<file path="src/rtl/bwc_pkg.sv">
package bwc_pkg;
  typedef struct packed {
    logic capture;
    logic wrPulse;
    logic busy;
  } bwc_strobe_t;
endpackage

</file>
<file path="src/rtl/bwc_ctrl.sv">
module bwc_ctrl
  import bwc_pkg::*;
#(
  parameter int WRITE_CYCLES = 12500,
  parameter int CNT_W = $clog2(WRITE_CYCLES + 1)
) (
  input  logic        clk,
  input  logic        rstN,
  input  logic        progStrobe,
  input  logic        hvEnable,
  input  logic        lockIn,
  output bwc_strobe_t ctrl,
  output logic        errSticky
);
  typedef enum logic {S_IDLE, S_WRITE} state_t;

  state_t     state;
  logic       strobeQ;
  logic       pulseQ;
  logic [CNT_W-1:0] cnt;
  logic       strobeRise;
  logic       startOk;

  assign strobeRise = progStrobe & ~strobeQ;
  assign startOk    = strobeRise && (state == S_IDLE) && hvEnable && !lockIn;

  always_ff @(posedge clk or negedge rstN) begin
    if (!rstN) begin
      state     <= S_IDLE;
      strobeQ   <= 1'b0;
      pulseQ    <= 1'b0;
      cnt       <= '0;
      errSticky <= 1'b0;
    end else begin
      strobeQ <= progStrobe;
      pulseQ  <= startOk;
      case (state)
        S_IDLE: begin
          if (startOk) begin
            state <= S_WRITE;
            cnt   <= CNT_W'(WRITE_CYCLES - 1);
          end
        end
        S_WRITE: begin
          if (cnt == '0) state <= S_IDLE;
          else           cnt   <= cnt - 1'b1;
          if (strobeRise) errSticky <= 1'b1;
        end
        default: state <= S_IDLE;
      endcase
    end
  end

  always_comb begin
    ctrl.capture = startOk;
    ctrl.wrPulse = pulseQ;
    ctrl.busy    = (state == S_WRITE);
  end

  // the write pulse never lasts more than one cycle
  a_r2_pulse_single: assert property (@(posedge clk) disable iff (!rstN)
    pulseQ |=> !pulseQ);
  // a pulse only appears in the first cycle of a new busy window
  a_r3_pulse_opens_window: assert property (@(posedge clk) disable iff (!rstN)
    pulseQ |-> (state == S_WRITE) && $past(state == S_IDLE));
  // a write was only launched with enable present and lock clear
  a_r4_r5_start_gated: assert property (@(posedge clk) disable iff (!rstN)
    pulseQ |-> ($past(hvEnable) && !$past(lockIn)));
  // error flag is sticky
  a_r6_err_sticky: assert property (@(posedge clk) disable iff (!rstN)
    errSticky |=> errSticky);
  // error flag only rises out of a write in progress
  a_r6_err_cause: assert property (@(posedge clk) disable iff (!rstN)
    $rose(errSticky) |-> $past(state == S_WRITE));
  // countdown stays within the window
  a_r3_cnt_bound: assert property (@(posedge clk) disable iff (!rstN)
    (state == S_WRITE) |-> (cnt < CNT_W'(WRITE_CYCLES)));
endmodule

</file>
<file path="src/rtl/bwc_datapath.sv">
module bwc_datapath
  import bwc_pkg::*;
#(
  parameter int ADDR_W = 12
) (
  input  logic              clk,
  input  logic              rstN,
  input  bwc_strobe_t       ctrl,
  input  logic [ADDR_W-1:0] hostAddr,
  input  logic [7:0]        hostDataIn,
  input  logic              readEn,
  output logic [7:0]        hostDataOut,
  output logic [ADDR_W-1:0] memRdAddr,
  input  logic [7:0]        memRdData,
  output logic [ADDR_W-1:0] memWrAddr,
  output logic [7:0]        memWrData
);
  logic [ADDR_W-1:0] lastAddr;
  logic [7:0]        lastData;
  logic              pollHit;

  always_ff @(posedge clk or negedge rstN) begin
    if (!rstN) begin
      lastAddr <= '0;
      lastData <= '0;
    end else if (ctrl.capture) begin
      lastAddr <= hostAddr;
      lastData <= hostDataIn;
    end
  end

  assign memRdAddr = hostAddr;
  assign memWrAddr = lastAddr;
  assign memWrData = lastData;
  assign pollHit   = ctrl.busy && (hostAddr == lastAddr);

  always_comb begin
    if (!readEn)      hostDataOut = 8'h00;
    else if (pollHit) hostDataOut = {~lastData[7], lastData[6:0]};
    else              hostDataOut = memRdData;
  end

  // latched address and byte hold still for the whole write
  a_r2_capture_stable: assert property (@(posedge clk) disable iff (!rstN)
    (ctrl.busy && !ctrl.capture) |=> ($stable(lastAddr) && $stable(lastData)));
  // idle read port drives zero
  a_r10_quiet_out: assert property (@(posedge clk) disable iff (!rstN)
    !readEn |-> (hostDataOut == 8'h00));
endmodule

</file>
<file path="src/rtl/byte_prog_ctrl.sv">
module byte_prog_ctrl
  import bwc_pkg::*;
#(
  parameter int ADDR_W       = 12,
  parameter int CLK_MHZ      = 250,
  parameter int WRITE_US     = 50,
  parameter int WRITE_CYCLES = CLK_MHZ * WRITE_US
) (
  input  logic              clk,
  input  logic              rstN,
  input  logic [ADDR_W-1:0] hostAddr,
  input  logic [7:0]        hostDataIn,
  output logic [7:0]        hostDataOut,
  input  logic              progStrobe,
  input  logic              readEn,
  input  logic              hvEnable,
  input  logic              lockIn,
  output logic              errSticky,
  output logic              busy,
  output logic [ADDR_W-1:0] memRdAddr,
  input  logic [7:0]        memRdData,
  output logic [ADDR_W-1:0] memWrAddr,
  output logic [7:0]        memWrData,
  output logic              memWrPulse
);
  localparam int CNT_W = $clog2(WRITE_CYCLES + 1);

  bwc_strobe_t ctrl;

  bwc_ctrl #(.WRITE_CYCLES(WRITE_CYCLES), .CNT_W(CNT_W)) u_ctrl (
    .clk(clk), .rstN(rstN), .progStrobe(progStrobe), .hvEnable(hvEnable),
    .lockIn(lockIn), .ctrl(ctrl), .errSticky(errSticky)
  );

  bwc_datapath #(.ADDR_W(ADDR_W)) u_dp (
    .clk(clk), .rstN(rstN), .ctrl(ctrl), .hostAddr(hostAddr),
    .hostDataIn(hostDataIn), .readEn(readEn), .hostDataOut(hostDataOut),
    .memRdAddr(memRdAddr), .memRdData(memRdData), .memWrAddr(memWrAddr),
    .memWrData(memWrData)
  );

  assign busy       = ctrl.busy;
  assign memWrPulse = ctrl.wrPulse;

  // busy only rises together with a write pulse
  a_r3_busy_rise_pulse: assert property (@(posedge clk) disable iff (!rstN)
    $rose(busy) |-> memWrPulse);
endmodule

</file>
<file path="config.mk">
export PLATFORM = sky130hd
export DESIGN_NAME = byte_prog_ctrl
export DESIGN_NICKNAME = d
export VERILOG_FILES = /design/src/rtl/bwc_pkg.sv /design/src/rtl/bwc_ctrl.sv /design/src/rtl/bwc_datapath.sv /design/src/rtl/byte_prog_ctrl.sv
export SDC_FILE = /design/constraint.sdc
export NUM_CORES = 1
export LEC_CHECK = 0
export ABC_AREA = 1
export BUFFER_PORTS_ARGS = -buffer_cell sky130_fd_sc_hd__clkbuf_2
export CORE_MARGIN = 2
export CORE_UTILIZATION = 51
export DETAILED_ROUTE_END_ITERATION = 8
export HOLD_SLACK_MARGIN = 0.06
export PLACE_DENSITY = 0.85
export RECOVER_POWER = 50
export SETUP_SLACK_MARGIN = 0.02
export SYNTH_ARGS = -nofsm -noshare
export SYNTH_HDL_FRONTEND = slang
export SYNTH_HIERARCHICAL = 1
export SYNTH_SLANG_ARGS = --single-unit
</file>
<file path="constraint.sdc">
create_clock -name clk -period 1.9 [get_ports clk]
set_clock_uncertainty 0.05 [all_clocks]
set_input_delay 0.38 -clock clk [delete_from_list [all_inputs] [get_ports clk]]
set_output_delay 0.38 -clock clk [all_outputs]
set_load 0.02 [all_outputs]
</file>
After elaboration in Yosys (flattened, before gate mapping)

Index checks and enable logic that the tools add are counted.

Add/sub/neg operators: 1
Muxes and demuxes: 8
Bitwise logic cells: 4
Reduce and logical (&&, ||, !) cells: 8
Eq/ne operators: 3

Operator list:

| kind                                                                    | count |
|---|---|
| 14-bit 2-to-1 mux                                                       | 2 |
| 14-bit case mux with 2 select lines                                     | 1 |
| 8-bit 2-to-1 mux                                                        | 2 |
| 14-bit zero test                                                        | 1 |
| 14-bit by 1-bit subtractor with 14-bit output, second input constant    | 1 |
| 12-bit == test                                                          | 1 |
| 1-bit logical AND                                                       | 4 |
| 2-bit AND reduction                                                     | 2 |
| 1-bit inverter                                                          | 3 |
| 1-bit 2-to-1 mux                                                        | 2 |
| 2-bit by 1-bit inequality test with 1-bit output, second input constant | 1 |
| 2-bit inequality test, second input constant                            | 1 |
| 1-bit case mux with 2 select lines                                      | 1 |
| 1-bit AND                                                               | 1 |
| 1-bit zero test                                                         | 1 |

Input port bits: 34
Logic and storage cells: 31
Output and inout port bits: 43
Register bits after elaboration: 38

Longest topological paths before layout

Gate-level depths: netlist of the first run.

Depth in word-level cells: 7
Gate-level depth with buffers: 10
Depth with buffers taken out: 10

By module

The synthesis of the first run kept the hierarchy.

By module, submodules not included:

| module       | instances | area each (µm²) | sequential area each (µm²) | cells each |
|---|---|---|---|---|
| bwc_datapath | 1         | 1426.4          | 500.5                      | 223 |
| bwc_ctrl     | 1         | 1039.7          | 450.4                      | 138 |

Worst setup path before layout of the first run

OpenSTA, ideal clock, no wires.

Kind: reg-to-output
From: reg u_ctrl.state
To: out hostDataOut[0]
Stages on the path, launching flop included: 10
Buffers on the path: 1
Data required time: 1.470 ns
Path slack: 0.035 ns
Arrival: 1.435 ns
Cell sequence: dfrtp_1 -> buf_4 -> nand2_1 -> inv_1 -> nand2_1 -> nor2_1 -> nand2_2 -> nor2_8 -> nor2_1 -> nor2_1

Longest elaborated chain between the ends: 3

RTL lines:

| item                   | RTL line             | RTL |
|---|---|---|
| from (decl)            | bwc_ctrl.sv:17       | `state_t state;` |
| from (signal assigned) | bwc_ctrl.sv:29       | `state <= S_IDLE;` |
| from (signal assigned) | bwc_ctrl.sv:40       | `state <= S_WRITE;` |
| from (signal assigned) | bwc_ctrl.sv:45       | `if (cnt == '0) state <= S_IDLE;` |
| 1-bit logical AND      | bwc_datapath.sv:35   | `assign pollHit = ctrl.busy && (hostAddr == lastAddr);` |
| 8-bit 2-to-1 mux       | bwc_datapath.sv:39   | `else if (pollHit) hostDataOut = {~lastData[7], lastData[6:0]};` |
| 8-bit 2-to-1 mux       | bwc_datapath.sv:38   | `if (!readEn) hostDataOut = 8'h00;` |
| to (decl)              | byte_prog_ctrl.sv:13 | `output logic [7:0] hostDataOut,` |

Every way passes these cells.

Final worst setup path of the first run

From: reg u_dp.lastAddr[8], in the netlist u_dp/memWrAddr[8]
To: out hostDataOut[0]

Longest elaborated chain between the ends: 4

RTL lines:

| item                   | RTL line           | RTL |
|---|---|---|
| from (decl)            | bwc_datapath.sv:18 | `logic [ADDR_W-1:0] lastAddr;` |
| from (signal assigned) | bwc_datapath.sv:27 | `lastAddr <= hostAddr;` |
| 12-bit == test         | bwc_datapath.sv:35 |  |
| 1-bit logical AND      | bwc_datapath.sv:35 |  |
| 8-bit 2-to-1 mux       | bwc_datapath.sv:39 |  |
| 8-bit 2-to-1 mux       | bwc_datapath.sv:38 |  |

Every way passes these cells.

==> impl_metrics.csv, run 1 <==
group,metric,value,unit
yosys,yosysMostFrequentCell,"nand2_1",
global_route,overflow,0,
worst_setup_path,path_buf_inv,3,
drt,wl_per_cell,12.2,um
yosys,syn_nets,396,
worst_setup_path,worstPathCellList,"inv_2, nand2_2, nand2_2, nand2_2, inv_2, nand2_2, nor2_4, nand3_1, nand2_1, nor2_1, clkbuf_4",
placement,dpl.hpwl,4330,um
yosys,synthFlopType,"dfrtp_1",
yosys,yosysSeqAreaShare,38.6,%
pwr,power_density,553,nW/um2
floorplanning,start_util,52.6,%
floorplanning,fp.coreArea,4690,um2
floorplanning,pin_count,77,
timing,maxSlewViolCount,0,
pwr,leakage,0.00168,uW
layout,drive_above_1_share,31.8,%
worst_setup_path,cp_data_required_time,1470,ps
clock_network,cts_max_path_buffers,2,
yosys,synthArstFlopShare,100,%
yosys,syn-instance-count,361,
global_route,grt_first_pass_wirelength,9360,um
layout,fillerInstances,400,
timing,setup_viol,32,
run_status,failed_checks,"setup timing",
global_route,grt_pass1_vias,2248,
worst_setup_path,arrival,1720,ps
floorplanning,fp.dieH,73.5,um
worst_setup_path,critPathTopFamily,"simple AND/OR/NAND/NOR gates",
global_route,grt_use_total,22.2,%
pwr,ir_worst_vdd,377,uV
worst_setup_path,critical_path.max_stage_delay,410,ps
drt,vias,2437,
timing,worstMarginPinSlew,1010,ps
global_route,grt_max_degree,22,
yosys,yosysTopAreaCell,"dfrtp_1",
timing,post-route-period-util,113,%
worst_setup_path,critPathLaunchType,"register",
pwr,p_total,1690,uW
worst_setup_path,cp-end-kind,"output pin",
yosys,synth_top_area_share,38.6,%
timing,hold_violations,0,
worst_setup_path,crit_slowest_cell,"dfrtp_1",
yosys,synthTopCellsByArea,"dfrtp_1 39%, nand2_1 17%, nor2_1 7.9%, inv_1 7.2%, nand3_1 5.1%",
drt,wl_met1,2520,um
clock_network,numCtsBuffers,5,
drt,met3WireLength,432,um
floorplanning,num_rows,25,
drt,firstDrtPassIters,5,
floorplanning,die_w,73.5,um
yosys,synth_area_per_cell,6.83,um2
layout,area_delta_synth_final,23.9,%
timing,whs,160,ps
placement,gp_congestion,0.876,
drt,routed_via_density,4.96,
global_route,antenna_found_initial,0,
timing,layout_setup_ws,-247,ps
worst_hold_path,hp-class,"primary input to register",
worst_setup_path,path_class,"register to output pin",
layout,utilization,65.1,%
yosys,ys_ff_latch,38,
drt,drt_wl_total,6010,um
clock_network,cts.sinks,38,
yosys,synth_edf_count,0,
floorplanning,fp.dieArea,5410,um2
layout,n_antenna_cell,0,
placement,dp_cells,476,
yosys,synth_cell_type_count,27,
yosys,synth_area,2470,um2
run_status,outcome,"finished with violations",
timing,min_period,2150,ps
timing,max_freq,466,MHz
placement,portBuffers,76,
drt,routed.top_layer,"met4",
clock_network,cts_tree,"done",
yosys,synth_warnings,6,
worst_setup_path,crit_top_cell,"nand2_2",
clock_network,cts_root_buffer,"clkbuf_8",
drt,drc,0,
timing,grt_setup_unrepaired,"true",
drt,met2_length,2940,um
clock_network,cts_htree_levels,2,
layout,final_cells,491,
yosys,synthTopCellsByCount,"111 x nand2_1, 52 x nor2_1, 47 x inv_1",
clock_network,clkLatencyLatePin,290,ps
timing,tns,-4080,ps
clock_network,cts.clk_slew.worst_paths,80,ps
drt,drt-initial-drc-count,192,
job,drv_cap,0,
drt,postRouteAntennaNets,0,
timing,max-slew-margin-rel,32.5,%
worst_setup_path,crit_fanout,7,
layout,nNetsFinal,471,
-- area by class of cell --
cell class / count / area [um2] / area share [%]
flip-flops and latches: 38 / 951 / 31.1
well taps: 54 / 67.6 / 2.21
repair buffers: 89 / 478 / 15.6
multi-input cells: 248 / 1250 / 40.9
clock buffers: 5 / 68.8 / 2.25
inverters: 54 / 203 / 6.63
clock inverters: 3 / 40.0 / 1.31
-- worst reg2reg max path, stage by stage (launching register included) --
cell,delay (ps)
dfrtp_1,410
clkbuf_1,570
inv_2,150
nand3_2,180
inv_2,150
a21oi_4,300
a21oi_1,130
-- registers in the layout, indices dropped and copies added (netlist names) --
| signal | count |
|---|---|
| u_ctrl/state | 1 |
| u_ctrl/pulseQ | 1 |
| u_ctrl/errSticky | 1 |
| u_ctrl/strobeQ | 1 |
| u_dp/memWrData | 8 |
| u_dp/memWrAddr | 12 |
| u_ctrl/cnt | 14 |
-- cells by family after synthesis --
| kind of cell | synth area share [%] |
|---|---|
| xor+xnor | 2.13 |
| buf+inv | 13.9 |
| flops | 38.6 |
| mux | 0.457 |
| compound gates | 6.65 |
| fa+ha+maj | 0.507 |
| simple gates | 37.8 |
-- per-layer routing --
layer  GRT usage, %  vias to the layer above
li1               -                     1231
met4           9.29                        0
met1           26.3                     1083
met3           4.66                       14
met2           38.6                      109
met5              0                        -
-- final timing paths --
kind | start | to | slack [ps] | cells past startpoint
setup reg to reg | u_ctrl/state | u_ctrl/cnt[0] | -150 | 6
hold reg to reg | u_ctrl/errSticky | u_ctrl/errSticky | 410 | 1
min in group asynchronous | rstN | u_dp/memWrAddr[8] | 720 | 2
max in group asynchronous | rstN | u_ctrl/cnt[10] | 130 | 3
hold / removal | progStrobe | u_ctrl/strobeQ | 160 | 1
setup / recovery | u_dp/memWrAddr[8] | hostDataOut[0] | -250 | 11
-- placed cells by master (no fill, tap or decap), types with 2 or more instances in the layout --
| cell type | netlist | final |
|---|---|---|
| inv_1 | 47 | 40 |
| nand4_1 | 2 | 2 |
| clkbuf_2 | 0 | 53 |
| nand2_2 | 7 | 24 |
| nor2_2 | 4 | 4 |
| dfrtp_1 | 38 | 38 |
| a21oi_1 | 4 | 4 |
| clkbuf_1 | 2 | 16 |
| nor2_1 | 52 | 51 |
| xor2_1 | 4 | 4 |
| clkbuf_8 | 0 | 5 |
| xnor2_1 | 2 | 2 |
| nand3_1 | 25 | 20 |
| nand3_2 | 1 | 6 |
| nor2_4 | 5 | 6 |
| clkinv_2 | 0 | 2 |
| o21ai_0 | 22 | 22 |
| clkbuf_4 | 0 | 3 |
| buf_4 | 15 | 16 |
| nand2_1 | 111 | 94 |
| inv_2 | 7 | 14 |
| o21ai_1 | 2 | 2 |
-- what timing repair did --
| item | 4_1_cts | 5_1_grt |
|---|---|---|
| gates cloned | 0 | 0 |
| hold buffers | 1 | 0 |
| gates resized for setup | 14 | 31 |
| setup buffers | 3 | 3 |
| setup endpoints to repair | 8 | 8 |
| hold endpoints to repair | 17 | 0 |
| pin swaps | 1 | 12 |
-- stage by stage --
stage               area [um2]  setup WS, ps
floorplan                 2470          35.3
global placement          2830          25.6
detailed placement        2830         -4.34
CTS                       3010          -207
global route              3060          -379
finish                    3060          -247
-- where the power goes --
part           leakage (uW)  internal (uW)  switching [uW]
registers          0.000389            809           0.255
logic               0.00123           76.1             129
clock network     0.0000579            386             289
total               0.00168           1270             419
(Power assumes the default switching activity.)
==> run 2: changes to the inputs <==
- CAP_MARGIN: unset -> 20
- CORE_UTILIZATION: 51 -> 52
- PLACE_DENSITY: 0.85 -> 0.86
- SYNTH_HIERARCHICAL: 1 -> unset
==> run 2 against run 1 <==
Effect of this change: flip-flop and latch count unchanged; global-route usage increased by 1.0 points; sequential share of layout area is 1.7 points lower; register-to-register slack improved by 400 ps; the run still ends with setup timing left; setup slack worse by 81 ps; critical path depth down 2; clock-buffer cell count is 2 higher; die area shrank 1.0%; first-iteration DRC count grew 13%; clock power is 17% lower.
==> impl_metrics.csv, run 2 <==
group,metric,value,unit
run_status,outcome,"finished with violations",
yosys,synthTopCellsByCount,"99 x nand2_1, 43 x inv_1, 38 x dfrtp_1",
layout,regMostFlops,"u_ctrl.cnt",
global_route,overflow,0,
timing,max-slew-margin-rel,38.1,%
drt,wl_per_cell,13.5,um
placement,placedInstanceArea,2910,um2
global_route,grt_first_pass_wirelength,9690,um
global_route,grt_use_total,23.2,%
layout,fillerInstances,344,
floorplanning,fp.coreArea,4660,um2
pwr,ir_worst_vdd,318,uV
drt,drc,0,
worst_hold_path,min_from,"progStrobe",
clock_network,clkLatencyLatePin,280,ps
layout,drive_above_1_share,37.5,%
worst_setup_path,cp-end-kind,"output pin",
placement,post-place-ws,-76.2,ps
floorplanning,pin_count,77,
global_route,grt_max_degree,39,
worst_hold_path,hold_depth,1,
drt,drt_wl_total,6550,um
yosys,syn-instance-count,343,
clock_network,ctsHoldBuffers,0,
worst_hold_path,whs_endpoint,"u_ctrl.strobeQ",
yosys,synth_warnings,0,
drt,routed_via_density,5.17,
timing,grt_setup_unrepaired,"true",
layout,nNetsFinal,466,
layout,largest_reg_flops,14,
placement,gp_congestion,0.860,
timing,layout_setup_ws,-328,ps
yosys,synth_area,2490,um2
global_route,use_met1,26.7,%
placement,dpl.hpwl,4340,um
placement,dp_cells,469,
clock_network,cts_tree,"done",
worst_setup_path,path_class,"register to output pin",
yosys,synth_edf_count,0,
timing,setup_viol,9,
floorplanning,fp.dieH,73.2,um
timing,max_freq,449,MHz
drt,postRouteAntennaNets,0,
yosys,yosysMostFrequentCell,"nand2_1",
layout,final_cell_mix,"89 x nand2_1, 62 x clkbuf_2, 42 x inv_1, 38 x dfrtp_1, 31 x nor2_1",
worst_setup_path,regToRegStartpoint,"u_ctrl.state",
layout,final_common_cell,"nand2_1",
layout,final_cells,486,
timing,maxSlewViolCount,0,
global_route,grt-busiest-layer,"met2",
clock_network,cts.sinks,38,
pwr,power_density,492,nW/um2
yosys,yosysSeqAreaShare,38.2,%
yosys,syn_nets,378,
clock_network,numCtsBuffers,5,
floorplanning,num_rows,25,
drt,firstDrtPassIters,4,
worst_setup_path,rrSetupSlack,250,ps
layout,area_delta_synth_final,29.9,%
timing,post-route-period-util,117,%
yosys,yosysTopAreaCell,"dfrtp_1",
floorplanning,fp.dieArea,5350,um2
drt,drt-initial-drc-count,216,
clock_network,cts_htree_levels,2,
yosys,synthTopCellsByArea,"dfrtp_1 38%, nand2_1 15%, inv_1 6.5%, nand3_1 5.0%, nor2_1 4.8%",
floorplanning,start_util,53.4,%
floorplanning,die_w,73.2,um
layout,n_antenna_cell,0,
timing,worstMarginPinSlew,928,ps
yosys,synth_top_area_share,38.2,%
timing,hold_violations,0,
layout,design_area,3230,um2
clock_network,cts.clk_slew.worst_paths,70,ps
clock_network,cts_max_path_buffers,2,
timing,min_period,2230,ps
clock_network,cts_root_buffer,"clkbuf_8",
yosys,synth_area_per_cell,7.25,um2
job,drv_cap,0,
worst_hold_path,hp-class,"primary input to register",
worst_setup_path,critPathLaunchType,"register",
worst_setup_path,r2r_end,"u_ctrl.cnt[12]",
global_route,grtUsageMet3,4.42,%
global_route,grt_pass1_vias,2267,
worst_setup_path,crit_fanout,4,
worst_setup_path,arrival,1800,ps
yosys,synthArstFlopShare,100,%
yosys,synth_cell_type_count,30,
yosys,synthFlopType,"dfrtp_1",
pwr,leakage,0.00173,uW
run_status,failed_checks,"setup timing",
global_route,use_met2,42.5,%
global_route,antenna_found_initial,0,
worst_setup_path,r2r_cells,4,
worst_setup_path,cp_data_required_time,1470,ps
yosys,ys_ff_latch,38,
placement,portBuffers,76,
drt,vias,2515,
-- run 2: how the worst max path moves through the flow --
stage	from	slack (ps)	to
floorplan	u_dp.memWrAddr[5]	70	hostDataOut[0]
global placement	hostAddr[1]	-50	hostDataOut[7]
detailed placement	hostAddr[1]	-80	hostDataOut[3]
CTS	u_dp.memWrAddr[6]	-240	hostDataOut[2]
global route	u_dp.memWrAddr[8]	-420	hostDataOut[2]
finish	u_dp.memWrAddr[8]	-330	hostDataOut[2]
-- run 2: where the power goes --
| group | switching [uW] | internal [uW] |
|---|---|---|
| clock network | 271 | 293 |
| registers | 0.247 | 809 |
| logic | 130 | 85.8 |
| total | 401 | 1190 |
-- run 2: routing by layer --
metal  share of wire (%)  up-vias  routed length (um)
met2                  54       97                3510
met5                   0        -                   0
met1                  38     1174                2520
met3                 5.9       17                 384
li1                    -     1227                   -
met4                 2.0        0                 133
-- run 2: cells by family (layout without fill, tap and decap cells) --
group,count (synthesis),count (layout),synth area share [%]
and+or+nand+nor,186,186,35.1
xor gates and xnor gates,4,4,1.41
adders and majority gates,1,1,0.503
AOI/OAI and AO/OA,42,42,9.91
buffers and inverters,72,161,14.8
DFF,38,38,38.2
-- run 2: layout make-up --
| cell class | instances | area (um2) | area share [%] |
|---|---|---|---|
| multi-input combinational | 233 | 1230 | 38.1 |
| sequential | 38 | 951 | 29.4 |
| timing repair buffer | 102 | 696 | 21.5 |
| inverter | 51 | 193 | 5.96 |
| clock buffer | 7 | 86.3 | 2.67 |
| tap | 54 | 67.6 | 2.09 |
| clock inverter | 1 | 5.00 | 0.155 |
-- run 2: worst max-delay path, stage by stage (launching register included) --
cell and delay (ps):
dfrtp_1 420, nand2_1 140, nand2_2 90, nor2_4 120
nand2_2 90, nor2_8 160, clkbuf_16 170, a21oi_2 60
nor2_2 120, buf_6 130
-- run 2: metrics by stage --
step	util [%]	total power, uW	TNS (ps)	hold slack, ps
floorplan	-	937	0	34.4
CTS	66.6	1590	-1870	104
detailed placement	62.5	1020	-504	411
global route	69.3	1660	-3200	182
global placement	62.5	1010	-366	408
finish	69.3	1590	-2440	204
-- run 2: timing repair --
item | 4_1_cts | 5_1_grt
resized for setup | 8 | 29
setup buffers | 5 | 2
gates cloned | 0 | 2
endpoints found under the setup margin | 8 | 8
pin swaps | 3 | 13
==> run 3: changes to the inputs <==
- CORE_ASPECT_RATIO: unset -> 1.5
- CORE_UTILIZATION: 52 -> 51
- PLACE_DENSITY: 0.86 -> 0.85
- SYNTH_HIERARCHICAL: unset -> 1
==> run 3 against run 2 <==
Effect of this change: largest power group unchanged; final cell count is 3.1% higher; die area is 1.2% higher; via count is 0.36% lower; the flow still finishes with violations (setup timing); first-iteration DRC count is 21% lower; flip-flop and latch count stayed put; fmax is 0.94% higher; critical path depth stayed put.
==> impl_metrics.csv, run 3 (synthesized netlist as in run 1, its figures left out) <==
group,metric,value,unit
run_status,outcome,"finished with violations",
run_status,failed_checks,"setup timing",
worst_setup_path,cp_data_required_time,1470,ps
timing,max_freq,453,MHz
global_route,antenna_found_initial,0,
worst_setup_path,path_class,"register to output pin",
layout,fillerInstances,431,
layout,n_antenna_cell,0,
worst_setup_path,cp-end-kind,"output pin",
drt,routed_via_density,5.00,
timing,max-slew-margin-rel,36.4,%
layout,regMostFlops,"u_ctrl/cnt",
timing,grt_setup_unrepaired,"true",
placement,portBuffers,76,
clock_network,clkLatencyLatePin,300,ps
worst_setup_path,arrival,1780,ps
timing,layout_setup_ws,-307,ps
layout,regArea,951,um2
drt,drt_wl_total,5980,um
pwr,power_density,522,nW/um2
layout,nNetsFinal,469,
timing,min_period,2210,ps
drt,drt-initial-drc-count,171,
global_route,grt_pass1_vias,2268,
timing,worstMarginPinSlew,954,ps
global_route,grt_max_degree,39,
layout,final_cell_mix,"96 x nand2_1, 59 x clkbuf_2, 48 x nor2_1, 43 x inv_1, 38 x dfrtp_1",
placement,dpl.hpwl,4420,um
worst_hold_path,hp-class,"primary input to register",
global_route,grt_first_pass_wirelength,9270,um
pwr,clkPwrFrac,36.8,%
timing,maxSlewViolCount,0,
pwr,p_sw_share,26.6,%
pwr,power.net_switching,424,uW
timing,setup_viol,19,
layout,utilization,64.6,%
global_route,overflow,0,
pwr,ir_worst_vdd,370,uV
layout,drive_above_1_share,32.6,%
global_route,grt_use_total,22.6,%
floorplanning,start_util,52.1,%
worst_setup_path,path_buf_inv,1,
layout,final_common_cell,"nand2_1",
drt,wl_per_cell,11.9,um
layout,multi_input_area,1250,um2
timing,whs,160,ps
floorplanning,pin_count,77,
clock_network,cts_max_path_buffers,2,
worst_setup_path,crit_fanout,7,
floorplanning,fp.dieArea,5420,um2
timing,hold_violations,0,
pwr,seq_power_share,50.8,%
floorplanning,die_w,60.8,um
placement,placedInstanceArea,2840,um2
placement,dp_cells,488,
clock_network,numCtsBuffers,5,
clock_network,cts.sinks,38,
job,drv_cap,0,
layout,final_cells,501,
drt,vias,2506,
floorplanning,fp.dieH,89.2,um
floorplanning,fp.coreArea,4730,um2
clock_network,cts.clk_slew.worst_paths,80,ps
worst_setup_path,critPathTopFamily,"simple AND/OR/NAND/NOR gates",
timing,post-route-period-util,116,%
worst_setup_path,critical_path.max_stage_delay,410,ps
layout,largest_reg_flops,14,
clock_network,cts_tree,"done",
drt,drc,0,
clock_network,cts_root_buffer,"clkbuf_8",
drt,postRouteAntennaNets,0,
floorplanning,num_rows,31,
worst_setup_path,critPathLaunchType,"register",
pwr,leakage,0.00168,uW
worst_setup_path,crit_slowest_cell,"dfrtp_1",
clock_network,cts_htree_levels,2,
layout,area_delta_synth_final,24.0,%
drt,firstDrtPassIters,4,
worst_setup_path,worstPathCellList,"nand2_1, nand2_2, nor2_4, nand2_2, nor2_4, nand3_2, nand2_1, nor2_1, buf_4",
layout,design_area,3060,um2
placement,gp_congestion,0.910,
pwr,combPwrFrac,12.4,%
pwr,internal_power,1170,uW
## run 3: changes by cell type in the layout (fill, tap and decap cells not counted), sizes merged, moves of 4 or more
| cell | previous run | this run |
|---|---|---|
| clkbuf | 82 | 77 |
| nor2 | 48 | 62 |
| o21ai | 30 | 24 |
| inv | 50 | 54 |
| a21oi | 10 | 5 |
| buf | 27 | 16 |
| nand2 | 107 | 119 |
## run 3: what timing repair did
item / CTS / global route
resized for setup: 11 / 36
hold buffers: 0 / 0
pin swaps: 19 / 24
endpoints found under the setup margin: 8 / 8
setup buffers: 5 / 0
gates cloned: 0 / 0
## run 3: power groups by stage
stage	combinational, uW	sequential, uW	clock (uW)
2_1_floorplan	110	826	0
3_3_place_gp	182	825	0
3_5_place_dp	184	825	0
4_1_cts	189	809	600
5_1_grt	220	809	634
6_report	198	809	588
## run 3: per-stage QoR
step / TNS [ps] / setup slack (ps) / total power, uW
global placement: 0 / 13.7 / 1010
detailed placement: -181 / -51.3 / 1010
floorplan: 0 / 35.3 / 936
global route: -7110 / -414 / 1660
CTS: -1840 / -249 / 1600
finish: -2460 / -307 / 1590
## run 3: cell type report
cell class / instances / share of cell area (%)
Timing Repair Buffer: 87 / 15.5
Clock inverter: 2 / 0.409
Inverter: 54 / 6.63
Multi-Input combinational cell: 248 / 40.9
Sequential cell: 38 / 31.1
Tap cell: 66 / 2.70
Clock buffer: 6 / 2.70
## run 3: worst register-to-register path: stages (launching register included)
cell,delay (ps)
dfrtp_1,390
clkbuf_1,580
inv_2,160
nand3_2,160
inv_2,90
a21oi_4,270
o21ai_1,120
## run 3: final timing paths
| check | from | to | slack, ps | cells after the start |
|---|---|---|---|---|
| setup / recovery | u_dp/memWrAddr[7] | hostDataOut[6] | -310 | 9 |
| hold reg to reg | u_ctrl/errSticky | u_ctrl/errSticky | 430 | 1 |
| hold / removal | progStrobe | u_ctrl/strobeQ | 160 | 1 |
| max in group asynchronous | rstN | u_dp/memWrAddr[8] | 950 | 2 |
| min in group asynchronous | rstN | u_dp/memWrAddr[4] | 250 | 2 |
| setup reg to reg | u_ctrl/state | u_ctrl/cnt[11] | -40 | 6 |
## run 3: layer usage
layer	wire length, um	vias to the layer above	track usage (%)	share of wire, %
li1	-	1226	-	-
met1	2230	1171	22.8	37
met2	3280	95	42.1	55
met3	316	14	4.34	5.3
met4	154	0	11.9	2.6
met5	0	-	0	0
